[src/rtl/tlb_preserve.sv]
module tlb_preserve #(
  parameter int ENTRIES = 8,
  parameter int VA_W    = 32,
  parameter int PG_LSB  = 10,
  parameter int PPN_W   = 22,
  localparam int TAG_W  = VA_W - PG_LSB,
  localparam int PA_W   = PPN_W + PG_LSB,
  localparam int IDX_W  = (ENTRIES > 1) ? $clog2(ENTRIES) : 1
) (
  input  logic             clk,
  input  logic             rst_n,
  input  logic [VA_W-1:0]  lk_vaddr,
  output logic             lk_hit,
  output logic [PA_W-1:0]  lk_paddr,
  input  logic             rf_valid,
  input  logic [TAG_W-1:0] rf_tag,
  input  logic [PPN_W-1:0] rf_ppn,
  input  logic             rf_keep,
  output logic             rf_fail,
  input  logic             cmd_valid,
  input  logic             cmd_op,
  input  logic [VA_W-1:0]  cmd_addr,
  output logic             cmd_done
);

  logic [ENTRIES-1:0] vld_q, keep_q;
  logic [TAG_W-1:0]   tag_q [ENTRIES];
  logic [PPN_W-1:0]   ppn_q [ENTRIES];
  logic [IDX_W-1:0]   rr_q;
  logic               done_q, fail_q;

  logic [ENTRIES-1:0] kill, live, lk_m, rf_m, wr;
  logic [PPN_W-1:0]   ppn_sel;
  logic [IDX_W-1:0]   vic;
  logic               vic_ok, use_rr, do_wr;
  logic               unused_sbz;

  wire inv_all = cmd_valid & ~cmd_op;
  wire inv_one = cmd_valid &  cmd_op;

  assign unused_sbz = ^cmd_addr[PG_LSB-1:0];

  for (genvar g = 0; g < ENTRIES; g++) begin : g_slot
    assign kill[g] = vld_q[g] & ((inv_all & ~keep_q[g]) |
                     (inv_one & (tag_q[g] == cmd_addr[VA_W-1:PG_LSB])));
    assign live[g] = vld_q[g] & ~kill[g];
    assign lk_m[g] = live[g] & (tag_q[g] == lk_vaddr[VA_W-1:PG_LSB]);
    assign rf_m[g] = live[g] & (tag_q[g] == rf_tag);
    assign wr[g]   = do_wr & (vic == IDX_W'(g));
  end

  always_comb begin
    ppn_sel = '0;
    for (int i = 0; i < ENTRIES; i++)
      if (lk_m[i]) ppn_sel = ppn_sel | ppn_q[i];
  end

  assign lk_hit   = |lk_m;
  assign lk_paddr = lk_hit ? {ppn_sel, lk_vaddr[PG_LSB-1:0]} : '0;

  always_comb begin
    vic    = '0;
    vic_ok = 1'b0;
    use_rr = 1'b0;
    if (|rf_m) begin
      for (int i = 0; i < ENTRIES; i++)
        if (rf_m[i]) begin
          vic    = IDX_W'(i);
          vic_ok = 1'b1;
        end
    end else if (!(&live)) begin
      for (int i = ENTRIES - 1; i >= 0; i--)
        if (!live[i]) begin
          vic    = IDX_W'(i);
          vic_ok = 1'b1;
        end
    end else begin
      for (int k = ENTRIES - 1; k >= 0; k--)
        if (!keep_q[(int'(rr_q) + k) % ENTRIES]) begin
          vic    = IDX_W'((int'(rr_q) + k) % ENTRIES);
          vic_ok = 1'b1;
          use_rr = 1'b1;
        end
    end
  end

  assign do_wr = rf_valid & vic_ok;

  always_ff @(posedge clk) begin
    if (!rst_n) begin
      vld_q  <= '0;
      keep_q <= '0;
      rr_q   <= '0;
      done_q <= 1'b0;
      fail_q <= 1'b0;
    end else begin
      done_q <= cmd_valid;
      fail_q <= rf_valid & ~vic_ok;
      vld_q  <= live | wr;
      keep_q <= (keep_q & ~kill & ~wr) | (rf_keep ? wr : '0);
      if (do_wr && use_rr)
        rr_q <= (int'(vic) == ENTRIES - 1) ? '0 : vic + 1'b1;
    end
  end

  always_ff @(posedge clk) begin
    if (do_wr) begin
      tag_q[vic] <= rf_tag;
      ppn_q[vic] <= rf_ppn;
    end
  end

  assign cmd_done = done_q;
  assign rf_fail  = fail_q;

endmodule

[config.mk]
export PLATFORM = sky130hd
export DESIGN_NAME = tlb_preserve
export DESIGN_NICKNAME = d
export VERILOG_FILES = /design/src/rtl/tlb_preserve.sv
export SDC_FILE = /design/constraint.sdc
export NUM_CORES = 1
export LEC_CHECK = 0
export BUFFER_PORTS_ARGS = -buffer_cell sky130_fd_sc_hd__buf_2
export CAP_MARGIN = 20
export CORE_MARGIN = 8
export CORE_UTILIZATION = 27
export DETAILED_ROUTE_END_ITERATION = 7
export GPL_ROUTABILITY_DRIVEN = 0
export GPL_TIMING_DRIVEN = 0
export PLACE_DENSITY = 0.53
export SLEW_MARGIN = 20
export SYNTH_ARGS = -nofsm -noshare
export SYNTH_HDL_FRONTEND = slang
export SYNTH_SLANG_ARGS = --single-unit
[constraint.sdc]
create_clock -name clk -period 6.8 [get_ports clk]
set_input_delay 1.02 -clock clk [delete_from_list [all_inputs] [get_ports clk]]
set_output_delay 1.02 -clock clk [all_outputs]
set_load 0.01 [all_outputs]
==> key figures <==
Timing
  – Final period util: 0.940
  – Hold Worst Slack: 551 ps
  – Worst Skew: 19.1 ps
  – Final setup viols: 0
  – Final Hold Vio Count: 0
  – Setup total negative slack: 0 ps
  – Unrepaired setup endpoints after global routing: no
  – Crit path time final: 6390 ps
  – Worst-margin pin slew: 1200 ps
  – Slew margin rel.: 0.198
  – Fmax: 156 MHz
  – Count of final max-slew check failures: 0

Critical path
  – Cell breakdown of the critical path: clkbuf_1 > xor2_1 > nor4_1 > nand4_1 > nor3_1 > clkbuf_1 > clkbuf_1 > a22oi_1 > nand3_1 > buf_2
  – R2R Setup Slk: 1320 ps
  – Critical path's largest stage delay: 860 ps
  – Crit Reg-Reg Startpoint: rr_q[1]
  – Crit Path Class: in2out
  – Cells on worst reg2reg path: 15
  – R2r endpoint: tag_q[5][5]
  – Worst Path Arrival: 5370 ps
  – WP data required: 5780 ps
  – Cell mode on critical path: clkbuf_1
  – Worst-path maximum fanout: 10
  – Crit path launch type: input port
  – Crit end category: output port
  – Slowest cell on crit path: nor3_1

Routing
  – Drt first pass iters: 5
  – DRT iter0 DRCs: 1604
  – Vias per cell: 5.56
  – Final wirelength: 80100 um
  – DRT antenna net count: 0
  – Routed via count: 15600
  – DR WL/cell: 28.6 um
  – DRC: 0

Layout
  – Layout Nets: 1903
  – Fillers: 7561
  – Commonest cells after routing, fill and taps aside: 352 x edfxtp_1, 335 x xor2_1, 197 x xnor2_1, 127 x buf_2, 120 x nor4_1
  – Share of cells above drive strength 1: 0.150
  – Most common library cell in the layout ignoring fill and taps: edfxtp_1
  – Area grow syn2layout: 17.3%

Clocking
  – Number of gates resized after cts: 0
  – Hold buffers post-CTS: 0
  – Post-CTS Setup Repair Bufs: 0
  – Reg clk slew, reported paths: 60 ps
  – Clock root cell: clkbuf_16
  – Clk buf depth: 3
  – Clk_lat worst skew: 560 ps
  – Clock Sink Count: 373
  – CTS tree: built
  – H-tree lvl count: 2
  – Total CTS buffers: 39

Die
  – I/O pins: 149
  – Chip height: 292 um
  – Site Rows: 101
  – Die Wd: 292 um
  – Core Region: 75600 um2
  – Die ar.: 85100 um2
  – Starting Density: 0.272

Synth
  – Register area share after synthesis: 0.535
  – Post-Synth Adder-Cell Area: 0.00488
  – Main flop type after synthesis: edfxtp_1
  – Post-synth EDFFs: 352
  – Syn_nets: 1752
  – Distinct cells, synth: 71
  – Proportion of synthesized area in mux cells: 0.0188
  – XOR/XNOR share of the synthesized area: 0.227
  – Mapped Cells: 1630
  – Post-synthesis async set-or-reset flop share: 0
  – Post-synthesis compound-gate area fraction: 0.0676
  – Avg Inst Size Synth: 12.6 um2
  – Synth Warn #: 0
  – Syn Std Cell Area: 20500 um2
  – FF+latch count, synth: 373
  – Main combinational cell family by area after synthesis: XOR/XNOR gates
  – Synth Area in Simple Gates: 0.121

Pwr
  – Pwr Density: 224 nW/um2
  – Peak VDD IR: 0.000169 V
  – Cell leakage power: 7.77 nW

GRT
  – GR Overflow Total: 0
  – Largest net degree at the start of global routing: 24
  – Vias in the first global route: 15700
  – First-pass GRT wire length: 111000 um
  – Overall Global Routing Usage: 0.179
  – Initial antenna violation count: 16

Flow run
  – Max cap viols: 0

Min path
  – HP Start: keep_q[6]
  – Hold Crit Class: reg2reg
  – Hold endpoint: keep_q[6]
  – Hold depth: 2

Placed design
  – Placed wire-length estimate: 60700 um
  – # port buffers: 94

Outcome
  – Status: complete, no violations
[state kept, by name (all words and copies together) (netlist names)]
name	cells
cmd_done	1
vld_q	8
rf_fail	1
rr_q	3
keep_q	8
ppn_q	176
tag_q	176
[power breakdown]
part	switching [W]	internal, W
registers	0.0000286	0.00255
clock network	0.000962	0.00135
logic	0.000352	0.000160
[routing by layer]
layer	track usage	up-vias	part of all wire
li1	-	6511	-
met1	0.224	7715	0.39
met2	0.292	1042	0.46
met3	0.0422	275	0.099
met4	0.0844	10	0.052
met5	0	-	0.00082
[cell usage after synthesis, drive strengths merged, types with 19 or more instances]
cell / number / share of area
edfxtp: 352 / 0.51
xor2: 335 / 0.14
xnor2: 197 / 0.084
nor4: 122 / 0.038
nand4: 87 / 0.027
nand3: 58 / 0.015
buf: 51 / 0.016
a22oi: 46 / 0.017
clkbuf: 42 / 0.0077
a221oi: 23 / 0.0098
a22o: 22 / 0.0094
nand2: 22 / 0.0040
nor3: 22 / 0.0054
o21ai: 22 / 0.0054
dfxtp: 21 / 0.020
nor2: 19 / 0.0038
[area by class of cell]
class                      count  area, um2  area share
clock buffer                  43        991      0.0411
inverter                      13       53.8     0.00223
timing repair buffer         110        858      0.0356
antenna                        7       17.5    0.000727
tap                          978       1220      0.0508
clock inverter                28        384      0.0159
multi-input combinational   1151       9090       0.377
buffer                        93        478      0.0198
sequential                   373      11000       0.456
[stage by stage]
step / setup WS, ps / instances / utilization / total power, W / area, um2
floorplan: 1140 / 1630 / - / 0.00291 / 20500
global placement: -1950 / 2702 / 0.294 / 0.00310 / 22200
detailed placement: 371 / 2718 / 0.300 / 0.00312 / 22700
CTS: 342 / 2789 / 0.318 / 0.00541 / 24100
global route: 148 / 2792 / 0.319 / 0.00552 / 24100
finish: 406 / 2796 / 0.319 / 0.00540 / 24100
[kinds of logic after synthesis]
| family | count (synthesis) |
|---|---|
| xor+xnor | 532 |
| simple gates | 404 |
| flops | 373 |
| compound gates | 179 |
| buf+inv | 106 |
| mux | 28 |
| fa+ha+maj | 8 |
[worst max path at each step]
stage	startpoint	end	slack (ps)	cells past startpoint
2_1_floorplan	cmd_addr[30]	ppn_q[4][0]	1140	11
3_5_place_dp	lk_vaddr[10]	lk_paddr[14]	370	10
5_1_grt	lk_vaddr[10]	lk_paddr[29]	150	10
4_1_cts	lk_vaddr[28]	lk_paddr[17]	340	10
6_report	lk_vaddr[10]	lk_paddr[14]	410	10
3_3_place_gp	rf_tag[19]	tag_q[1][12]	-1950	10
[critical path, delay by kind of cell]
kind / cells / cell delay (ps)
AND/OR/NAND/NOR: 4 / 1910
XOR/XNOR: 1 / 150
AO/OA/AOI/OAI: 1 / 200
buffers and inverters: 4 / 2070
Note: power is estimated with default switching activity, not from simulation.
